File: src/rtl/flash_guard_pkg.sv
package flash_guard_pkg;

  typedef enum logic [1:0] {
    CMD_PROG = 2'b00,
    CMD_SECT = 2'b01,
    CMD_MASS = 2'b10,
    CMD_RSVD = 2'b11
  } cmd_kind_e;

  typedef struct packed {
    logic       open;
    logic       rsv_nv;
    logic       hi_dis;
    logic [1:0] hi_sel;
    logic       lo_dis;
    logic [1:0] lo_sel;
  } prot_word_t;

endpackage

File: src/rtl/fg_prot_reg.sv
module fg_prot_reg
  import flash_guard_pkg::*;
(
  input  logic       clk,
  input  logic       rst_n,
  input  logic [7:0] nv_cfg,
  input  logic       we,
  input  logic [7:0] wdata,
  output prot_word_t word
);
  prot_word_t wr;
  prot_word_t nxt;

  assign wr = prot_word_t'(wdata);

  // Size codes only move while their window is already disabled.
  always_comb begin
    nxt        = word;
    nxt.open   = wr.open;
    nxt.hi_dis = wr.hi_dis;
    nxt.lo_dis = wr.lo_dis;
    if (word.hi_dis) nxt.hi_sel = wr.hi_sel;
    if (word.lo_dis) nxt.lo_sel = wr.lo_sel;
  end

  always_ff @(posedge clk) begin
    if (!rst_n)  word <= prot_word_t'(nv_cfg);
    else if (we) word <= nxt;
  end
endmodule

File: src/rtl/fg_window.sv
module fg_window #(
  parameter int unsigned          ADDR_W    = 23,
  parameter logic [ADDR_W-1:0]    ANCHOR    = '1,
  parameter bit                   AT_TOP    = 1'b1,
  parameter int unsigned          UNIT_LOG2 = 11,
  parameter int unsigned          SEL_W     = 2
) (
  input  logic              en,
  input  logic [SEL_W-1:0]  sel,
  input  logic [ADDR_W-1:0] addr,
  output logic              hit
);
  localparam int unsigned EW = ADDR_W + 1;
  localparam logic [EW-1:0] ONE = EW'(1);
  localparam logic [EW-1:0] ANC = {1'b0, ANCHOR};

  logic [EW-1:0] span;
  logic [EW-1:0] a_ext;

  assign span  = ONE << (UNIT_LOG2 + 32'(sel));
  assign a_ext = {1'b0, addr};

  generate
    if (AT_TOP) begin : g_top
      logic [EW-1:0] first;
      assign first = ANC + ONE - span;
      assign hit   = en && (a_ext >= first) && (a_ext <= ANC);
    end else begin : g_bottom
      logic [EW-1:0] past_end;
      assign past_end = ANC + span;
      assign hit      = en && (a_ext >= ANC) && (a_ext < past_end);
    end
  endgenerate
endmodule

File: src/rtl/fg_decide.sv
module fg_decide
  import flash_guard_pkg::*;
(
  input  prot_word_t word,
  input  logic       hi_hit,
  input  logic       lo_hit,
  input  logic [1:0] kind,
  output logic       allow
);
  logic in_any, addr_prot, any_en, mass_prot;

  always_comb begin
    in_any    = hi_hit | lo_hit;
    addr_prot = word.open ? in_any : !in_any;
    any_en    = !word.hi_dis | !word.lo_dis;
    // Windows are far smaller than the array, so open=0 always leaves some sector protected.
    mass_prot = word.open ? any_en : 1'b1;
    allow     = (cmd_kind_e'(kind) == CMD_MASS) ? !mass_prot : !addr_prot;
  end
endmodule

File: src/rtl/flash_guard.sv
module flash_guard
  import flash_guard_pkg::*;
#(
  parameter int unsigned       ADDR_W       = 23,
  parameter logic [ADDR_W-1:0] HI_END       = 23'h7F_FFFF,
  parameter logic [ADDR_W-1:0] LO_BASE      = 23'h7F_8000,
  parameter int unsigned       HI_UNIT_LOG2 = 11,
  parameter int unsigned       LO_UNIT_LOG2 = 10
) (
  input  logic              clk,
  input  logic              rst_n,
  input  logic [7:0]        nv_cfg,
  input  logic              reg_we,
  input  logic [7:0]        reg_wdata,
  output logic [7:0]        reg_rdata,
  input  logic              viol_clr,
  output logic              viol_flag,
  input  logic              cmd_valid,
  output logic              cmd_ready,
  input  logic [1:0]        cmd_kind,
  input  logic [ADDR_W-1:0] cmd_addr,
  output logic              res_valid,
  input  logic              res_ready,
  output logic              res_allow
);
  prot_word_t word;
  logic hi_hit, lo_hit, allow, accept;

  fg_prot_reg u_reg (
    .clk   (clk),
    .rst_n (rst_n),
    .nv_cfg(nv_cfg),
    .we    (reg_we),
    .wdata (reg_wdata),
    .word  (word)
  );

  fg_window #(
    .ADDR_W(ADDR_W), .ANCHOR(HI_END), .AT_TOP(1'b1),
    .UNIT_LOG2(HI_UNIT_LOG2), .SEL_W(2)
  ) u_hi_win (
    .en(!word.hi_dis), .sel(word.hi_sel), .addr(cmd_addr), .hit(hi_hit)
  );

  fg_window #(
    .ADDR_W(ADDR_W), .ANCHOR(LO_BASE), .AT_TOP(1'b0),
    .UNIT_LOG2(LO_UNIT_LOG2), .SEL_W(2)
  ) u_lo_win (
    .en(!word.lo_dis), .sel(word.lo_sel), .addr(cmd_addr), .hit(lo_hit)
  );

  fg_decide u_decide (
    .word  (word),
    .hi_hit(hi_hit),
    .lo_hit(lo_hit),
    .kind  (cmd_kind),
    .allow (allow)
  );

  assign reg_rdata = word;
  assign cmd_ready = !res_valid || res_ready;
  assign accept    = cmd_valid && cmd_ready;

  always_ff @(posedge clk) begin
    if (!rst_n) begin
      res_valid <= 1'b0;
      res_allow <= 1'b0;
      viol_flag <= 1'b0;
    end else begin
      if (accept) begin
        res_valid <= 1'b1;
        res_allow <= allow;
      end else if (res_ready) begin
        res_valid <= 1'b0;
      end
      if (accept && !allow) viol_flag <= 1'b1;
      else if (viol_clr)    viol_flag <= 1'b0;
    end
  end
endmodule

File: config.mk
export PLATFORM = sky130hd
export DESIGN_NAME = flash_guard
export DESIGN_NICKNAME = d
export VERILOG_FILES = /design/src/rtl/flash_guard_pkg.sv /design/src/rtl/fg_prot_reg.sv /design/src/rtl/fg_window.sv /design/src/rtl/fg_decide.sv /design/src/rtl/flash_guard.sv
export SDC_FILE = /design/constraint.sdc
export NUM_CORES = 1
export LEC_CHECK = 0
export BUFFER_PORTS_ARGS = -buffer_cell sky130_fd_sc_hd__clkbuf_2
export CAP_MARGIN = 0
export CORE_ASPECT_RATIO = 1.1
export CORE_MARGIN = 5
export CORE_UTILIZATION = 45
export DETAILED_ROUTE_END_ITERATION = 10
export GPL_ROUTABILITY_DRIVEN = 0
export GPL_TIMING_DRIVEN = 1
export PLACE_DENSITY = 0.94
export REMOVE_ABC_BUFFERS = 1
export SYNTH_ARGS = -nofsm -noshare
export SYNTH_HDL_FRONTEND = slang
export SYNTH_SLANG_ARGS = --single-unit
File: constraint.sdc
create_clock -name clk -period 5.8 [get_ports clk]
set_clock_uncertainty 0.15 [all_clocks]
set_input_delay 0.29 -clock clk [delete_from_list [all_inputs] [get_ports clk]]
set_output_delay 0.29 -clock clk [all_outputs]
set_load 0.005 [all_outputs]
==> summary.txt <==
Finish
  – Area growth from synthesis to layout: 33.4%
  – Proportion of layout cells with a drive suffix above 1: 40.9%
  – Final design area excluding fillers: 1290 sq um
  – Total number of nets in the final design: 219
  – Final core occ: 63.8%
  – Antenna diode instance count: 0
  – Finished Layout Cells: 182

Floorplanning
  – DIE WIDTH: 54.2 um
  – Row count: 17
  – Starting Density: 47.8%
  – DIE AREA: 3170 sq um
  – Core region area: 2020 sq um
  – Chip Height: 58.6 um
  – Ports placed on the boundary: 59

CTS
  – Clock latency of the later-clocked register in the worst-skew pair: 0.26 ns
  – Clock edge transition at the registers on the reported setup and hold paths: 0.07 ns
  – CTS-repair resized insts: 0
  – Hold buffer count at CTS: 0
  – Cell at the root of the clock tree: sky130_fd_sc_hd__clkbuf_4
  – Maximum root-to-sink buffer count: 2
  – CTS tree: built
  – Buffers inserted by post-CTS timing repair: 0
  – Number of clock buffers inserted by TritonCTS: 3
  – Clock sink total: 11
  – CTS HTree Levels: 1

Power and ir drop
  – Power density over the cells: 168 nW/um^2
  – Leakage power: 0.664 nW
  – Total Power Consumption: 0.217 mW
  – Max IR drop VDD: 0.132 mV

Drt
  – Detail-routed net length per standard cell: 12.5 um
  – Number of iterations in the first detailed-routing pass: 4
  – Final routed wirelength across all metal layers: 2270 um
  – Detailed-route via count: 908
  – DRC marker count from the first detailed-route iteration: 11
  – Vias per inst: 4.99
  – Post-route ant nets: 0
  – Detailed-route DRC error count: 0

Timing
  – Final setup fails: 0
  – Hold slack final: 0.107 ns
  – Setup TNS Final: 0 ns
  – Highest clock rate: 400 MHz
  – Setup repair after global routing missed its margin: false
  – Number of max-slew violations in the final report: 0
  – Minimum clock period: 2.50 ns
  – Count of final hold-check violations: 0
  – Final worst setup slack: 3.30 ns
  – Final Cycle Share: 43.1%

Synth
  – Area of the mapped netlist: 966 sq um
  – Post-Syn Instances: 96
  – Average cell area after synthesis: 10.1 sq um
  – Part of the Yosys area used for sequential elements: 31.1%
  – Count of yosys warnings during synthesis: 0
  – Post-synthesis cell type count: 32
  – Synth Register Bits: 11

Global route
  – Global-route wire length before repair: 3540 um
  – Number of global-route vias before repair: 935
  – Total routing usage reported by global routing: 14.8%
  – Maximum number of pins on one net before global-route repair: 14
  – Initial antenna violation count: 0
  – Total grt overflow: 0

Placed design
  – Half-perimeter wire length after detailed placement: 2040 um
  – Dpl cells: 178
  – Setup slack at placement: 3.30 ns
  – Placed instance area: 1260 sq um
  – Port bufs: 47

Flow run
  – Max-cap viol count: 0

Setup path
  – Worst reg-to-reg setup slack: 3.30 ns
  – Capturing element type of the critical path: flop
  – Worst Setup Start Kind: flop
  – Worst EP arrival: 2.50 ns
  – Category of the critical setup timing path: reg -> reg
  – WP data required: 5.80 ns
  – Worst-path maximum fanout: 4

Run status
  – Status: complete, no violations

Min path
  – Class of the most critical hold timing path: in -> reg
[cell usage after synthesis]
master                       n  area, sq um
sky130_fd_sc_hd__a2111oi_0   1         8.76
sky130_fd_sc_hd__a211oi_1    1         7.51
sky130_fd_sc_hd__a21o_1      2         15.0
sky130_fd_sc_hd__a21oi_1     5         25.0
sky130_fd_sc_hd__a221oi_1    1         8.76
sky130_fd_sc_hd__a31oi_1     1         6.26
sky130_fd_sc_hd__and2_1      1         6.26
sky130_fd_sc_hd__and4b_2     1         11.3
sky130_fd_sc_hd__clkbuf_1    1         3.75
sky130_fd_sc_hd__conb_1      2         7.51
sky130_fd_sc_hd__dfxtp_1     3         60.1
sky130_fd_sc_hd__edfxtp_1    8          240
sky130_fd_sc_hd__ha_1       17          213
sky130_fd_sc_hd__inv_1       5         18.8
sky130_fd_sc_hd__mux2_2      7         78.8
sky130_fd_sc_hd__mux2i_1     2         20.0
sky130_fd_sc_hd__nand2_1    11         41.3
sky130_fd_sc_hd__nand2b_1    5         31.3
sky130_fd_sc_hd__nand3_1     1         5.00
sky130_fd_sc_hd__nand4_1     1         6.26
sky130_fd_sc_hd__nand4bb_4   1         27.5
sky130_fd_sc_hd__nor2_1      1         3.75
sky130_fd_sc_hd__nor2b_1     2         12.5
sky130_fd_sc_hd__nor3_1      3         15.0
sky130_fd_sc_hd__nor4_1      3         18.8
sky130_fd_sc_hd__nor4_2      1         12.5
sky130_fd_sc_hd__o211a_1     1         10.0
sky130_fd_sc_hd__o21ai_0     1         5.00
sky130_fd_sc_hd__o21ai_1     2         10.0
sky130_fd_sc_hd__o311a_1     1         10.0
sky130_fd_sc_hd__or2_2       3         18.8
sky130_fd_sc_hd__or4_1       1         7.51
[critical path, cell delays in order, from the launching register on]
cell and delay, ns:
sky130_fd_sc_hd__edfxtp_1 0.43, sky130_fd_sc_hd__or2_2 0.30, sky130_fd_sc_hd__ha_1 0.28, sky130_fd_sc_hd__o21ai_0 0.08, sky130_fd_sc_hd__a2111oi_0 0.40, sky130_fd_sc_hd__a21oi_1 0.21, sky130_fd_sc_hd__and4b_2 0.27, sky130_fd_sc_hd__o311a_1 0.28
[area by class of cell]
type | instances | area, sq um
Sequential cell | 11 | 300
Multi-Input combinational cell | 87 | 673
Inverter | 5 | 18.8
Timing Repair Buffer | 47 | 235
Fill cell | 174 | 732
Tap cell | 28 | 35.0
Clock buffer | 4 | 26.3
[cells in the final DEF (no fill, tap or decap), types with 2 or more instances in the layout]
cell type,count
sky130_fd_sc_hd__clkbuf_2,47
sky130_fd_sc_hd__ha_1,17
sky130_fd_sc_hd__nand2_1,11
sky130_fd_sc_hd__conb_1,10
sky130_fd_sc_hd__edfxtp_1,8
sky130_fd_sc_hd__mux2_2,7
sky130_fd_sc_hd__nand2b_1,5
sky130_fd_sc_hd__inv_1,5
sky130_fd_sc_hd__a21oi_1,5
sky130_fd_sc_hd__or2_2,3
sky130_fd_sc_hd__nor4_1,3
sky130_fd_sc_hd__nor3_1,3
sky130_fd_sc_hd__clkbuf_4,3
sky130_fd_sc_hd__dfxtp_1,3
sky130_fd_sc_hd__nor2b_1,2
sky130_fd_sc_hd__a21o_1,2
sky130_fd_sc_hd__o21ai_1,2
sky130_fd_sc_hd__mux2i_1,2
[state kept, by name, summed over array words and instances, names as in the netlist]
name        cells
res_allow       1
u_reg.word      8
res_valid       1
viol_flag       1
[power breakdown]
| group | leakage [nW] | internal, mW | switching (mW) |
|---|---|---|---|
| clock | 0.0150 | 0.0266 | 0.0243 |
| sequential | 0.105 | 0.0930 | 0.00633 |
| combinational | 0.544 | 0.0353 | 0.0316 |
[path summary, 6_finish.rpt]
check | cells past startpoint | to | startpoint
hold / removal | 3 | res_valid | cmd_valid
setup / recovery | 7 | res_allow | u_reg.word[4]
setup reg to reg | 7 | res_allow | u_reg.word[4]
hold reg to reg | 2 | viol_flag | viol_flag
[logic make-up (layout without fill, tap and decap cells)]
logic type | count (synthesis) | in the layout | synth area share [%]
AND/OR/NAND/NOR | 35 | 35 | 22.5
adder cells (fa/ha/maj) | 17 | 17 | 22.0
AO/OA/AOI/OAI | 16 | 16 | 11.0
flip-flops | 11 | 11 | 31.1
multiplexers | 9 | 9 | 10.2
buffers and inverters | 6 | 56 | 2.33
other | 2 | 10 | 0.777
[per-layer routing]
metal,vias up,share of wire [%],track usage (%)
met5,-,0,0
met1,400,39,16.2
met2,41,51,26.7
met3,2,9.5,3.54
li1,465,-,-
met4,0,0.53,5.34
Note: power is estimated with default switching activity, not from simulation.
